## src/rtl/fcs_pkg.sv

```systemverilog
package fcs_pkg;

    localparam int CMD_W   = 8;
    localparam int STATE_W = 4;

    typedef enum logic [STATE_W-1:0] {
        ST_IDLE      = 4'd0,
        ST_LK_SETUP  = 4'd1,
        ST_OTP_SETUP = 4'd2,
        ST_OTP_BUSY  = 4'd3,
        ST_PRG_SETUP = 4'd4,
        ST_PRG_BUSY  = 4'd5,
        ST_PRG_SUSP  = 4'd6,
        ST_ERS_SETUP = 4'd7,
        ST_ERS_BUSY  = 4'd8,
        ST_ERS_SUSP  = 4'd9,
        ST_LK_IN_ES  = 4'd10,
        ST_FP_SETUP  = 4'd11,
        ST_FP_BUSY   = 4'd12,
        ST_FP_VERIFY = 4'd13
    } fcs_state_e;

    typedef enum logic [3:0] {
        C_LK_SETUP,
        C_LOCK,
        C_CONFIRM,
        C_LOCKDN,
        C_SET_CFG,
        C_OTP,
        C_FP,
        C_ERASE,
        C_PROG,
        C_SUSPEND,
        C_CLR_STAT,
        C_UNDEF
    } fcs_cmd_e;

    typedef struct packed {
        fcs_state_e state;
        logic       lock_err;
        logic       gen_err;
        logic       go_prog;
        logic       go_erase;
        logic       go_lock;
        logic       go_cfg;
    } fcs_regs_t;

endpackage

```

## src/rtl/fcs_decode.sv

```systemverilog
module fcs_decode
    import fcs_pkg::*;
(
    input  logic [CMD_W-1:0] code,
    output fcs_cmd_e         cmd
);
    always_comb begin
        unique case (code)
            8'h60:   cmd = C_LK_SETUP;
            8'h01:   cmd = C_LOCK;
            8'hD0:   cmd = C_CONFIRM;
            8'h2F:   cmd = C_LOCKDN;
            8'h03:   cmd = C_SET_CFG;
            8'hC0:   cmd = C_OTP;
            8'h30:   cmd = C_FP;
            8'h20:   cmd = C_ERASE;
            8'h40:   cmd = C_PROG;
            8'hB0:   cmd = C_SUSPEND;
            8'h50:   cmd = C_CLR_STAT;
            default: cmd = C_UNDEF;
        endcase
    end
endmodule

```

## src/rtl/fcs_fp_track.sv

```systemverilog
module fcs_fp_track #(
    parameter int DATA_W = 16,
    parameter int BLK_W  = 6
) (
    input  logic              clk,
    input  logic              rst,
    input  logic              capture,
    input  logic [BLK_W-1:0]  wr_blk,
    input  logic [DATA_W-1:0] wr_data,
    output logic              same_blk,
    output logic              exit_pat
);
    logic [BLK_W-1:0] home_d, home_q;

    always_comb begin
        home_d = capture ? wr_blk : home_q;
    end

    always_ff @(posedge clk) begin
        if (rst) home_q <= '0;
        else     home_q <= home_d;
    end

    assign same_blk = (wr_blk == home_q);
    assign exit_pat = !same_blk && (&wr_data);
endmodule

```

## src/rtl/flash_cmd_seq.sv

```systemverilog
module flash_cmd_seq
    import fcs_pkg::*;
#(
    parameter int DATA_W = 16,
    parameter int BLK_W  = 6
) (
    input  logic              clk,
    input  logic              rst,
    input  logic              wr_en,
    input  logic [DATA_W-1:0] wr_data,
    input  logic [BLK_W-1:0]  wr_blk,
    input  logic              pe_done,
    input  logic              sr0,
    output logic [3:0]        state_o,
    output logic              lock_err,
    output logic              gen_err,
    output logic              start_prog,
    output logic              start_erase,
    output logic              start_lock,
    output logic              start_cfg
);
    fcs_regs_t r_d, r_q;
    fcs_cmd_e  cmd;
    logic      fp_capture;
    logic      fp_same_blk;
    logic      fp_exit;
    logic      lk_ok;

    fcs_decode u_dec (
        .code (wr_data[CMD_W-1:0]),
        .cmd  (cmd)
    );

    fcs_fp_track #(.DATA_W(DATA_W), .BLK_W(BLK_W)) u_fp (
        .clk      (clk),
        .rst      (rst),
        .capture  (fp_capture),
        .wr_blk   (wr_blk),
        .wr_data  (wr_data),
        .same_blk (fp_same_blk),
        .exit_pat (fp_exit)
    );

    assign lk_ok = (cmd == C_LOCK) || (cmd == C_CONFIRM) || (cmd == C_LOCKDN);
    assign fp_capture = wr_en && (r_q.state == ST_FP_SETUP)
                        && (cmd == C_CONFIRM) && !sr0;

    always_comb begin
        r_d          = r_q;
        r_d.go_prog  = 1'b0;
        r_d.go_erase = 1'b0;
        r_d.go_lock  = 1'b0;
        r_d.go_cfg   = 1'b0;

        unique case (r_q.state)
            ST_IDLE: if (wr_en) begin
                case (cmd)
                    C_LK_SETUP: r_d.state = ST_LK_SETUP;
                    C_OTP:      r_d.state = ST_OTP_SETUP;
                    C_PROG:     r_d.state = ST_PRG_SETUP;
                    C_ERASE:    r_d.state = ST_ERS_SETUP;
                    C_FP:       r_d.state = ST_FP_SETUP;
                    C_CLR_STAT: begin
                        r_d.lock_err = 1'b0;
                        r_d.gen_err  = 1'b0;
                    end
                    C_UNDEF:    r_d.gen_err = 1'b1;
                    default:    ;
                endcase
            end
            ST_LK_SETUP, ST_LK_IN_ES: if (wr_en) begin
                r_d.state = (r_q.state == ST_LK_IN_ES) ? ST_ERS_SUSP : ST_IDLE;
                if (lk_ok)                 r_d.go_lock  = 1'b1;
                else if (cmd == C_SET_CFG) r_d.go_cfg   = 1'b1;
                else                       r_d.lock_err = 1'b1;
            end
            ST_OTP_SETUP: if (wr_en) begin
                r_d.state   = ST_OTP_BUSY;
                r_d.go_prog = 1'b1;
            end
            ST_PRG_SETUP: if (wr_en) begin
                r_d.state   = ST_PRG_BUSY;
                r_d.go_prog = 1'b1;
            end
            ST_ERS_SETUP: if (wr_en) begin
                if (cmd == C_CONFIRM) begin
                    r_d.state    = ST_ERS_BUSY;
                    r_d.go_erase = 1'b1;
                end else begin
                    r_d.state   = ST_IDLE;
                    r_d.gen_err = 1'b1;
                end
            end
            ST_OTP_BUSY: if (pe_done) r_d.state = ST_IDLE;
            ST_PRG_BUSY, ST_ERS_BUSY: begin
                if (pe_done)
                    r_d.state = ST_IDLE;
                else if (wr_en && cmd == C_SUSPEND)
                    r_d.state = (r_q.state == ST_PRG_BUSY) ? ST_PRG_SUSP : ST_ERS_SUSP;
            end
            ST_PRG_SUSP: if (wr_en) begin
                if (cmd == C_CONFIRM) r_d.state = ST_PRG_BUSY;
                else if (cmd == C_CLR_STAT) begin
                    r_d.lock_err = 1'b0;
                    r_d.gen_err  = 1'b0;
                end
            end
            ST_ERS_SUSP: if (wr_en) begin
                if (cmd == C_CONFIRM)       r_d.state = ST_ERS_BUSY;
                else if (cmd == C_LK_SETUP) r_d.state = ST_LK_IN_ES;
                else if (cmd == C_CLR_STAT) begin
                    r_d.lock_err = 1'b0;
                    r_d.gen_err  = 1'b0;
                end
            end
            ST_FP_SETUP: if (wr_en) begin
                if (fp_capture) r_d.state = ST_FP_BUSY;
                else begin
                    r_d.state   = ST_IDLE;
                    r_d.gen_err = 1'b1;
                end
            end
            ST_FP_BUSY: if (wr_en) begin
                if (fp_same_blk)  r_d.go_prog = 1'b1;
                else if (fp_exit) r_d.state   = ST_FP_VERIFY;
            end
            ST_FP_VERIFY: if (wr_en && fp_exit) r_d.state = ST_IDLE;
            default: r_d.state = ST_IDLE;
        endcase
    end

    always_ff @(posedge clk) begin
        if (rst) begin
            r_q          <= '0;
            r_q.state    <= ST_IDLE;
        end else begin
            r_q          <= r_d;
        end
    end

    assign state_o     = r_q.state;
    assign lock_err    = r_q.lock_err;
    assign gen_err     = r_q.gen_err;
    assign start_prog  = r_q.go_prog;
    assign start_erase = r_q.go_erase;
    assign start_lock  = r_q.go_lock;
    assign start_cfg   = r_q.go_cfg;
endmodule

```

## config.mk

```make
export PLATFORM = sky130hd
export DESIGN_NAME = flash_cmd_seq
export DESIGN_NICKNAME = d
export VERILOG_FILES = /design/src/rtl/fcs_pkg.sv /design/src/rtl/fcs_decode.sv /design/src/rtl/fcs_fp_track.sv /design/src/rtl/flash_cmd_seq.sv
export SDC_FILE = /design/constraint.sdc
export NUM_CORES = 1
export LEC_CHECK = 0
export CORE_ASPECT_RATIO = 0.75
export CORE_UTILIZATION = 45
export DETAILED_ROUTE_END_ITERATION = 7
export PLACE_DENSITY_LB_ADDON = 0.2
export SYNTH_ARGS = -nofsm -noshare
export SYNTH_HDL_FRONTEND = slang
export SYNTH_HIERARCHICAL = 1
export SYNTH_SLANG_ARGS = --single-unit
```

## constraint.sdc

```tcl
create_clock -name clk -period 3.2 [get_ports clk]
set_input_delay 0.8 -clock clk [delete_from_list [all_inputs] [get_ports clk]]
set_output_delay 0.8 -clock clk [all_outputs]
set_load 0.005 [all_outputs]
```

==> flow_summary.json <==
{
  "status": "finished clean",
  "yosysUniqueCellTypes": 59,
  "hpwl_um": 3390,
  "path_clk_slew_ps": 70,
  "num_rows": 18,
  "period_minus_slack_ps": 3070,
  "total_power_w": 0.000585,
  "arrival_ps": 3210,
  "syn2layout_area_growth_pct": 50.4,
  "drt_iter0_drc": 178,
  "fin_cells": 309,
  "place.gp.congestion": 0.922,
  "end_kind": "flop",
  "yosysWarnings": 6,
  "grt_pass1_vias": 1562,
  "grt_max_degree": 24,
  "ys_ff_latch": 16,
  "core_um2": 3290,
  "slowest_delay_ps": 370,
  "maxCapViolCount": 0,
  "die_area_um2": 3690,
  "start_util_pct": 47.2,
  "vdd.ir_drop.worst_v": 0.000207,
  "final_area_um2": 2330,
  "worstPathBufferInverterCount": 4,
  "cp_cell_sequence": "dlygate4sd2_1, nor4_4, buf_4, inv_1, o22ai_2, o211ai_1, buf_4, nand3b_1, nor3_2, nor3_1, or3_4, nor3_2, nor3_1",
  "synth-edff-count": 0,
  "yosys.area.top_type_share_pct": 20.6,
  "antenna_left": 0,
  "grt_remaining_overflow": 0,
  "hold_path.class": "reg2reg",
  "final_core_utilization_pct": 71.0,
  "skew_ps": 4.71,
  "cts-root-buf": "clkbuf_8",
  "layout-drive-gt1-share_pct": 24.5,
  "drc": 0,
  "synth_area_um2": 1550,
  "cts_tree": "done",
  "timing.slew.headroom_pct": 52.8,
  "synth_cells": 211,
  "insertion_delay_ps": 260,
  "hold_violations": 0,
  "diodes": 0,
  "leakage_nw": 0.920,
  "required_ps": 3340,
  "yosys-top-cells-area": "dfxtp_1, mux2i_1, a21oi_1",
  "track_usage_pct": 25.5,
  "chipWidth_um": 69.8,
  "worst-slew-pin-transition_ps": 706,
  "finalSetupTns_ps": 0,
  "setup_violations": 0,
  "crit_fanout": 6,
  "cts.sinks": 16,
  "nets": 297,
  "avgSynthCellArea_um2": 7.35,
  "num_vias": 1873,
  "async_reset_ff_share_pct": 0,
  "fmax_mhz": 326,
  "clockBufferDepth": 2,
  "wl_per_cell_um": 16.0,
  "power_density_nw_per_um2": 251,
  "path_delay_family": "simple AND/OR/NAND/NOR gates",
  "slew_viol_final": 0,
  "routed_via_density": 6.06,
  "totalWireLength_um": 4950,
  "io_buffers": 36,
  "syn_nets": 238,
  "seq_area_frac_synth_pct": 20.6,
  "ios": 37,
  "critPathLaunchType": "input port",
  "cts_buffers": 3,
  "placed_area_um2": 2120,
  "antenna_found_initial": 0,
  "critical-path-slowest-cell": "or3_4",
  "firstDrtPassIters": 6,
  "cts_hold_buf": 0,
  "grt_pass1_wl_um": 7480,
  "dp.cells": 302,
  "htreeDepth": 1,
  "die_h_um": 52.9,
  "ys.flop_type": "dfxtp_1",
  "crit_type": "in2reg",
  "finalCritPeriodShare_pct": 95.8,
  "synth_area_leader_cell": "dfxtp_1"
}
==> layout make-up <==
cell class | count | area (um2)
Clock buffer | 4 | 55.1
Timing Repair Buffer | 69 | 632
Multi-Input combinational cell | 173 | 1250
Sequential cell | 16 | 320
Inverter | 7 | 26.3
Fill cell | 260 | 955
Tap cell | 40 | 50.0
==> metrics by stage <==
step | hold WS, ps | setup WS (ps)
4_1_cts | 521 | 1.94
3_5_place_dp | 504 | -326
6_report | 518 | 134
2_1_floorplan | 481 | 181
3_3_place_gp | 495 | -344
5_1_grt | 548 | -53.7
==> cell usage in the layout (no fill, tap or decap), types with 9 or more instances in the layout <==
master,count
buf_4,31
dfxtp_1,16
clkdlybuf4s50_1,28
nor2_1,18
a21oi_1,11
nor2b_1,9
mux2i_1,10
nand2_1,12
o21ai_0,12
==> Yosys cell counts, types with 2 or more instances <==
library cell and instances:
nor4_1 4, inv_2 2, nor2b_1 9, a21oi_1 14, o21ai_1 7, o211ai_1 2, o22ai_1 2, o21ai_0 12
o32ai_1 2, inv_1 5, nand2_1 13, nand3b_1 3, or3_1 3, a31oi_1 3, mux2i_1 10, xnor2_1 3
nor3_1 10, dfxtp_1 16, buf_2 6, nand4_1 7, clkbuf_1 7, a221o_1 2, nor3b_1 5, a311oi_1 2
nand3_1 2, nand2b_1 7, nor2_1 18, xor2_1 2, a21boi_0 2, a211oi_1 2
==> where the power goes <==
group	internal [W]	switching (W)
Clock	0.000109	0.0000767
Sequential	0.000204	0.0000139
Combinational	0.0000955	0.0000853
==> cells by family (layout without fill, tap and decap cells) <==
| kind of cell | count (synthesis) | after routing | synth area share [%] |
|---|---|---|---|
| compound gates | 61 | 61 | 25.2 |
| xor+xnor | 6 | 6 | 3.87 |
| mux | 10 | 10 | 6.45 |
| simple gates | 96 | 96 | 37.5 |
| buf+inv | 22 | 80 | 6.29 |
| flops | 16 | 16 | 20.6 |
==> final timing paths <==
check,start,to,slack (ps),cells past startpoint
worst max-delay path,wr_data[3],state_o[1]$_SDFFE_PP0P_,130,13
worst min-delay path,u_fp/home_q[0]$_SDFFE_PP0P_,u_fp/home_q[0]$_SDFFE_PP0P_,520,2
worst max register to register,state_o[0]$_SDFFE_PP0P_,state_o[1]$_SDFFE_PP0P_,910,5
worst min register to register,u_fp/home_q[0]$_SDFFE_PP0P_,u_fp/home_q[0]$_SDFFE_PP0P_,520,2
==> worst min-delay path, delay by kind of cell (launching register included) <==
kind	cells	cell delay [ps]
multiplexers	1	70
AND/OR/NAND/NOR	1	70
flip-flops	1	340
==> sequential cells by signal, summed over array words and instances, names as in the netlist <==
name	cells
u_fp/home_q	6
state_o	4
gen_err	1
lock_err	1
start_cfg	1
start_erase	1
start_lock	1
start_prog	1
==> metal layers <==
metal	part of all wire (%)	vias up	wire length, um	GRT usage, %
met2	45	86	2220	38.8
met3	8.9	8	438	4.38
met4	1.2	0	60	5.67
met5	0	-	0	0
li1	-	910	-	-
met1	45	869	2220	37.2
==> what timing repair did <==
action,CTS,global route
setup endpoints to repair,3,12
buffers inserted,2,1
pin swaps,1,11
hold endpoints to repair,0,0
gates resized for setup,2,31
Note: power is estimated with default switching activity, not from simulation.
